$ cat src/rtl/wdog_pkg.sv
package wdog_pkg;

  // Field order matches write-data bits 4..0
  typedef struct packed {
    logic       src_xt;    // bit 4: 0 = RC tick, 1 = crystal tick
    logic       stop_run;  // bit 3: keep counting during STOP
    logic       halt_run;  // bit 2: keep counting during HALT
    logic [1:0] tap;       // bits 1:0: timeout tap code
  } wdog_mode_t;

  localparam int MODE_W   = $bits(wdog_mode_t);
  localparam int CFG_W    = 8;
  localparam int NUM_TAPS = 4;
  localparam int NUM_SRC  = 2;
  localparam int SRC_RC   = 0;
  localparam int SRC_XT   = 1;

  localparam wdog_mode_t MODE_RESET = '{src_xt: 1'b0, stop_run: 1'b1,
                                        halt_run: 1'b1, tap: 2'b01};

endpackage

$ cat src/rtl/wdog_tick_sync.sv
module wdog_tick_sync #(
  parameter int STAGES = 2
) (
  input  logic clk,
  input  logic rst,
  input  logic tick_async,
  output logic tick_rise
);
  logic [STAGES-1:0] chain;
  logic              last_q;

  always_ff @(posedge clk) begin
    if (rst) begin
      chain  <= '0;
      last_q <= 1'b0;
    end else begin
      chain  <= {chain[STAGES-2:0], tick_async};
      last_q <= chain[STAGES-1];
    end
  end

  assign tick_rise = chain[STAGES-1] & ~last_q;

  // one rising edge yields a single-cycle event
  assert_single_edge_R5: assert property (@(posedge clk) disable iff (rst)
    tick_rise |=> !tick_rise);

endmodule

$ cat src/rtl/wdog_mode_reg.sv
module wdog_mode_reg
  import wdog_pkg::*;
(
  input  logic             clk,
  input  logic             rst,
  input  logic             cfg_we,
  input  logic [CFG_W-1:0] cfg_wdata,
  output wdog_mode_t       mode
);
  always_ff @(posedge clk) begin
    if (rst)         mode <= MODE_RESET;
    else if (cfg_we) mode <= wdog_mode_t'(cfg_wdata[MODE_W-1:0]);
  end

  // reserved upper bits never reach the stored mode
  assert_reserved_ignored_R10: assert property (@(posedge clk) disable iff (rst)
    cfg_we |=> mode == $past(cfg_wdata[MODE_W-1:0]));

  // mode is unchanged without a write
  assert_mode_hold_R1: assert property (@(posedge clk) disable iff (rst)
    !cfg_we |=> $stable(mode));

endmodule

$ cat src/rtl/wdog_count.sv
module wdog_count
  import wdog_pkg::*;
#(
  parameter int          CNT_W = 12,
  parameter int unsigned RC_LIM [NUM_TAPS] = '{5, 10, 20, 80},
  parameter int unsigned XT_LIM [NUM_TAPS] = '{128, 256, 512, 2048}
) (
  input  logic       clk,
  input  logic       rst,
  input  wdog_mode_t mode,
  input  logic       rc_rise,
  input  logic       xt_rise,
  input  logic       halt,
  input  logic       stop,
  input  logic       refresh,
  input  logic       cfg_we,
  output logic       wdt_pulse
);
  logic [CNT_W-1:0] cnt;
  logic [CNT_W-1:0] limit;
  logic             tick_sel;
  logic             run_ok;

  always_comb begin
    limit    = mode.src_xt ? CNT_W'(XT_LIM[mode.tap]) : CNT_W'(RC_LIM[mode.tap]);
    tick_sel = mode.src_xt ? xt_rise : rc_rise;
    run_ok   = !(halt && !mode.halt_run) && !(stop && !mode.stop_run);
  end

  always_ff @(posedge clk) begin
    if (rst) begin
      cnt       <= '0;
      wdt_pulse <= 1'b0;
    end else begin
      wdt_pulse <= 1'b0;
      if (cfg_we || refresh) begin
        cnt <= '0;
      end else if (tick_sel && run_ok) begin
        if (cnt == limit - 1'b1) begin
          cnt       <= '0;
          wdt_pulse <= 1'b1;
        end else begin
          cnt <= cnt + 1'b1;
        end
      end
    end
  end

  // count stays below the active tap
  assert_below_tap_R4: assert property (@(posedge clk) disable iff (rst)
    cnt < limit);

  // reset request is one cycle wide
  assert_one_cycle_R4: assert property (@(posedge clk) disable iff (rst)
    wdt_pulse |=> !wdt_pulse);

  // frozen during HALT when bit 2 is clear
  assert_freeze_halt_R6: assert property (@(posedge clk) disable iff (rst)
    (halt && !mode.halt_run && !cfg_we && !refresh) |=> $stable(cnt));

  // frozen during STOP when bit 3 is clear
  assert_freeze_stop_R7: assert property (@(posedge clk) disable iff (rst)
    (stop && !mode.stop_run && !cfg_we && !refresh) |=> $stable(cnt));

  // refresh clears and suppresses a timeout
  assert_refresh_clears_R8: assert property (@(posedge clk) disable iff (rst)
    refresh |=> (cnt == '0 && !wdt_pulse));

  // mode write clears the count
  assert_write_clears_R9: assert property (@(posedge clk) disable iff (rst)
    cfg_we |=> (cnt == '0 && !wdt_pulse));

endmodule

$ cat src/rtl/wdog_ctrl.sv
module wdog_ctrl
  import wdog_pkg::*;
#(
  parameter int          SYNC_STAGES = 2,
  parameter int unsigned RC_MS_TICKS = 1,
  parameter int unsigned RC_MS0 = 5,
  parameter int unsigned RC_MS1 = 10,
  parameter int unsigned RC_MS2 = 20,
  parameter int unsigned RC_MS3 = 80,
  parameter int unsigned XT_TAP0 = 128,
  parameter int unsigned XT_TAP1 = 256,
  parameter int unsigned XT_TAP2 = 512,
  parameter int unsigned XT_TAP3 = 2048
) (
  input  logic             clk,
  input  logic             rst,
  input  logic             rc_tick,
  input  logic             xt_tick,
  input  logic             halt,
  input  logic             stop,
  input  logic             cfg_we,
  input  logic [CFG_W-1:0] cfg_wdata,
  input  logic             refresh,
  output logic             wdt_rst
);
  localparam int unsigned RC_LIM [NUM_TAPS] = '{RC_MS0 * RC_MS_TICKS, RC_MS1 * RC_MS_TICKS,
                                                RC_MS2 * RC_MS_TICKS, RC_MS3 * RC_MS_TICKS};
  localparam int unsigned XT_LIM [NUM_TAPS] = '{XT_TAP0, XT_TAP1, XT_TAP2, XT_TAP3};

  function automatic int unsigned max_lim();
    int unsigned m = 1;
    for (int i = 0; i < NUM_TAPS; i++) begin
      if (RC_LIM[i] > m) m = RC_LIM[i];
      if (XT_LIM[i] > m) m = XT_LIM[i];
    end
    return m;
  endfunction

  localparam int CNT_W = $clog2(max_lim() + 1);

  logic [NUM_SRC-1:0] raw_tick;
  logic [NUM_SRC-1:0] tick_rise;
  wdog_mode_t         mode;

  assign raw_tick[SRC_RC] = rc_tick;
  assign raw_tick[SRC_XT] = xt_tick;

  for (genvar g = 0; g < NUM_SRC; g++) begin : g_sync
    wdog_tick_sync #(.STAGES(SYNC_STAGES)) u_sync (
      .clk        (clk),
      .rst        (rst),
      .tick_async (raw_tick[g]),
      .tick_rise  (tick_rise[g])
    );
  end

  wdog_mode_reg u_mode (
    .clk       (clk),
    .rst       (rst),
    .cfg_we    (cfg_we),
    .cfg_wdata (cfg_wdata),
    .mode      (mode)
  );

  wdog_count #(
    .CNT_W  (CNT_W),
    .RC_LIM (RC_LIM),
    .XT_LIM (XT_LIM)
  ) u_count (
    .clk       (clk),
    .rst       (rst),
    .mode      (mode),
    .rc_rise   (tick_rise[SRC_RC]),
    .xt_rise   (tick_rise[SRC_XT]),
    .halt      (halt),
    .stop      (stop),
    .refresh   (refresh),
    .cfg_we    (cfg_we),
    .wdt_pulse (wdt_rst)
  );

endmodule

$ cat config.mk
export PLATFORM = sky130hd
export DESIGN_NAME = wdog_ctrl
export DESIGN_NICKNAME = d
export VERILOG_FILES = /design/src/rtl/wdog_pkg.sv /design/src/rtl/wdog_tick_sync.sv /design/src/rtl/wdog_mode_reg.sv /design/src/rtl/wdog_count.sv /design/src/rtl/wdog_ctrl.sv
export SDC_FILE = /design/constraint.sdc
export NUM_CORES = 1
export LEC_CHECK = 0
export ABC_CLOCK_PERIOD_IN_PS = 1950
export BUFFER_PORTS_ARGS = -buffer_cell sky130_fd_sc_hd__buf_2
export CORE_MARGIN = 2
export CORE_UTILIZATION = 50
export DETAILED_ROUTE_END_ITERATION = 8
export MAX_ROUTING_LAYER = met4
export PLACE_DENSITY = 0.74
export SYNTH_ARGS = -nofsm -noshare
export SYNTH_HDL_FRONTEND = slang
export SYNTH_HIERARCHICAL = 1
export SYNTH_SLANG_ARGS = --single-unit
$ cat constraint.sdc
create_clock -name clk -period 1.95 [get_ports clk]
set_input_delay 0.195 -clock clk [delete_from_list [all_inputs] [get_ports clk]]
set_output_delay 0.195 -clock clk [all_outputs]
set_load 0.01 [all_outputs]
==> key figures <==
Synth
  • Post-synth top area cell: sky130_fd_sc_hd__dfxtp_1
  • Seq cells post-synth: 24
  • Register area share after synthesis: 39.8%
  • Synth cell count leaders: sky130_fd_sc_hd__dfxtp_1, sky130_fd_sc_hd__nor3_1, sky130_fd_sc_hd__xor2_1
  • Syn Nets: 145
  • Synthesis warning total: 6
  • Number of standard cells after synthesis: 128
  • Proportion of netlist area held by the largest area contributor: 39.8%
  • Post-synthesis cell area: 0.00121 mm^2
  • Cell with the most instances after synthesis: sky130_fd_sc_hd__dfxtp_1
  • Post-synth EDFFs: 0
  • Count of different cell masters after synthesis: 35
  • Share of flip-flops with an asynchronous set or reset after synthesis: 0%
  • Dominant register cell in the synthesized netlist: sky130_fd_sc_hd__dfxtp_1
  • Mean area per synthesized cell: 9.43 um^2
  • Cell types occupying the most area after synthesis: sky130_fd_sc_hd__dfxtp_1, sky130_fd_sc_hd__xor2_1, sky130_fd_sc_hd__nor3_1

Setup path
  • Number of buffer and inverter instances along the worst setup path: 2
  • Crit-path cells: buf_12 > nor4bb_1 > o211ai_1 > and3_1 > a2111oi_4 > buf_4 > nor3_1
  • Worst setup path startpoint: u_mode/mode[4]
  • CP max stage cell: sky130_fd_sc_hd__dfxtp_2
  • Critical path start-end classification: register to register
  • Delay contributed by the slowest stage of the critical path: 0.38 ns
  • Startpoint Class: register
  • Register-to-Register Setup Slack: 0.11 ns
  • Data required time of the worst path: 2.15 ns
  • Highest net fanout along the worst path: 13
  • Cell class contributing the biggest share of worst-path delay: simple AND/OR/NAND/NOR gates
  • WP depth: 7
  • Endpoint arrival time on the critical path: 2.04 ns
  • Crit Reg-Reg Startpoint: u_mode/mode[4]
  • Worst reg2reg path endpoint: u_count/cnt[10]
  • Worst Setup EP: u_count/cnt[10]
  • Nature of the critical path endpoint: register
  • R2R cell count: 7

Pwr
  • Static leakage: 0.000499 uW
  • Worst vdd ir: 0.000451 V
  • Pwr Density: 625 mW/mm^2

Final layout
  • Final instance area: 0.00138 mm^2
  • Number of nets in the layout: 161
  • Layout Cells excl Fill: 171
  • Fraction of final layout cells with drive strength greater than 1: 24.5%
  • Area added between synthesis and finish: 14.5%
  • Antenna diode instance count: 0
  • # fillers: 205

Global routing
  • First-pass GRT wire length: 3730 um
  • Remaining global-route overflow: 0
  • Pin count of the biggest net entering global routing: 14
  • Overall routing resource usage: 19.1%
  • Via count of the first global-routing pass: 883
  • Antenna violations before repair: 0

Floorplanning
  • Core area: 0.00225 mm^2
  • Number of cell rows: 17
  • Starting density of the core: 53.6%
  • Die area: 0.00282 mm^2
  • Die width: 53.1 um
  • Count of pins on the block boundary: 17
  • Die height: 53.1 um

Routing
  • Post-DRT Antenna Nets: 0
  • Vias after detailed routing: 1,002
  • Routed wire length per instance: 14.1 um
  • Total Wirelength: 2410 um
  • Via/cell ratio: 5.86
  • DR iter-0 viols: 17
  • Final routed DRC violation total: 0
  • Detailed Routing Iterations Pass 1: 4

Timing
  • Post-route minimum period: 1.84 ns
  • Max-slew violation count: 0
  • Worst clock skew: 0.00929 ns
  • Worst hold-check slack: 0.0407 ns
  • Maximum clock frequency: 543 MHz
  • Number of endpoints with negative hold slack in the final report: 0
  • Finish-stage setup viols: 0
  • Transition time at the pin with the least slew margin: 0.459 ns
  • Max_slew headroom: 69.4%
  • Final worst path period share: 94.4%

CTS
  • CTS tree: yes
  • Root Buffer Master: sky130_fd_sc_hd__clkbuf_4
  • Maximum buffer depth of the clock tree: 2
  • Clock-pin slew reported for the worst setup and hold paths after clock tree synthesis: 0.13 ns
  • Number of buffers added by the clock tree synthesis step: 3
  • Worst-skew pair later-pin latency: 0.33 ns
  • Total clock sinks: 24
  • H-Tree Level Count: 1
  • Post-cts hold buffer count: 0

Place
  • Total cell area at the placement stage: 0.00131 mm^2
  • Port bufs: 13
  • Hpwl dp: 1710 um
  • Total placed cells including tap cells: 166
  • Weighted congestion reported at the end of routability-driven placement: 0.796

Worst hold path
  • Class of the worst hold path: input pin to register

Job
  • Max-cap violations: 0

Run status
  • Outcome: finished clean
[repair_timing]
action                     4_1_cts  5_1_grt
setup endpoints to repair        0       13
resized for setup                0        7
setup buffers                    0        0
[state kept, by name, summed over array words and instances (netlist names)]
register,cells
g_sync.u_sync/chain,4
u_count/cnt,12
u_mode/mode,5
u_count/wdt_pulse,1
g_sync.u_sync/last_q,2
[worst min-delay path by stage]
stage / from / end / slack [ns] / depth (start not counted)
6_report: refresh / u_count/wdt_pulse / 0.04 / 2
4_1_cts: refresh / u_count/wdt_pulse / 0.03 / 2
3_5_place_dp: refresh / u_count/wdt_pulse / 0.39 / 2
3_3_place_gp: refresh / u_count/wdt_pulse / 0.38 / 2
5_1_grt: refresh / u_count/wdt_pulse / 0.04 / 2
2_1_floorplan: rst / u_count/wdt_pulse / 0.27 / 1
[final cells by class]
cell class              count  area, um^2  share of cell area, %
flip-flops and latches     24         484                   35.0
well taps                  28        35.0                   2.53
repair buffers             19         123                   8.87
multi-input cells          96         704                   51.0
clock buffers               4        36.3                   2.62
[power breakdown]
group	total (uW)	switching, uW	internal [uW]	leakage [uW]
logic	82.4	39.3	43.2	0.000282
clock network	266	152	114	0.0000210
registers	516	12.6	503	0.000196
[worst reg2reg max path, stage by stage (launching register included)]
cell	delay (ns)
sky130_fd_sc_hd__dfxtp_2	0.38
sky130_fd_sc_hd__buf_12	0.15
sky130_fd_sc_hd__nor4bb_1	0.29
sky130_fd_sc_hd__o211ai_1	0.14
sky130_fd_sc_hd__and3_1	0.21
sky130_fd_sc_hd__a2111oi_4	0.26
sky130_fd_sc_hd__buf_4	0.22
sky130_fd_sc_hd__nor3_1	0.06
[metrics by stage]
step           setup TNS, ns  util [%]  setup slack, ns  power [uW]
2_1_floorplan              0         -            0.200         576
3_3_place_gp               0      58.3            0.131         601
3_5_place_dp               0      58.3           0.0640         605
4_1_cts                    0      59.9          0.00661         867
5_1_grt              -0.0241      61.3         -0.00723         908
6_report                   0      61.3            0.109         864
[metal layers]
layer / part of all wire (%) / up-vias / GRT usage [%]
met5: 0 / - / -
met4: 1.5 / 0 / 10.7
met3: 3.7 / 4 / 3.39
met2: 50 / 23 / 32.7
met1: 45 / 481 / 21.0
li1: - / 494 / -
[layout by cell type (no fill, tap or decap), drive strengths merged, types with 2 or more instances in the layout]
cell type,n
mux2i,4
nor3b,3
nand2,7
buf,19
clkbuf,4
nor3,13
o21ai,2
xnor2,4
nand3,4
a211o,3
and3,3
dfxtp,24
nor4bb,2
xor2,10
or3,2
nor4,6
nor2,5
nor2b,13
and4,2
nand4,3
[kinds of logic after synthesis]
logic type | count (synthesis) | share of synthesized area, %
AO/OA/AOI/OAI | 10 | 6.74
buffers and inverters | 8 | 3.63
adder cells (fa/ha/maj) | 1 | 1.04
flip-flops | 24 | 39.8
XOR/XNOR | 14 | 10.2
multiplexers | 4 | 3.32
AND/OR/NAND/NOR | 67 | 35.3
Note: power is estimated with default switching activity, not from simulation.
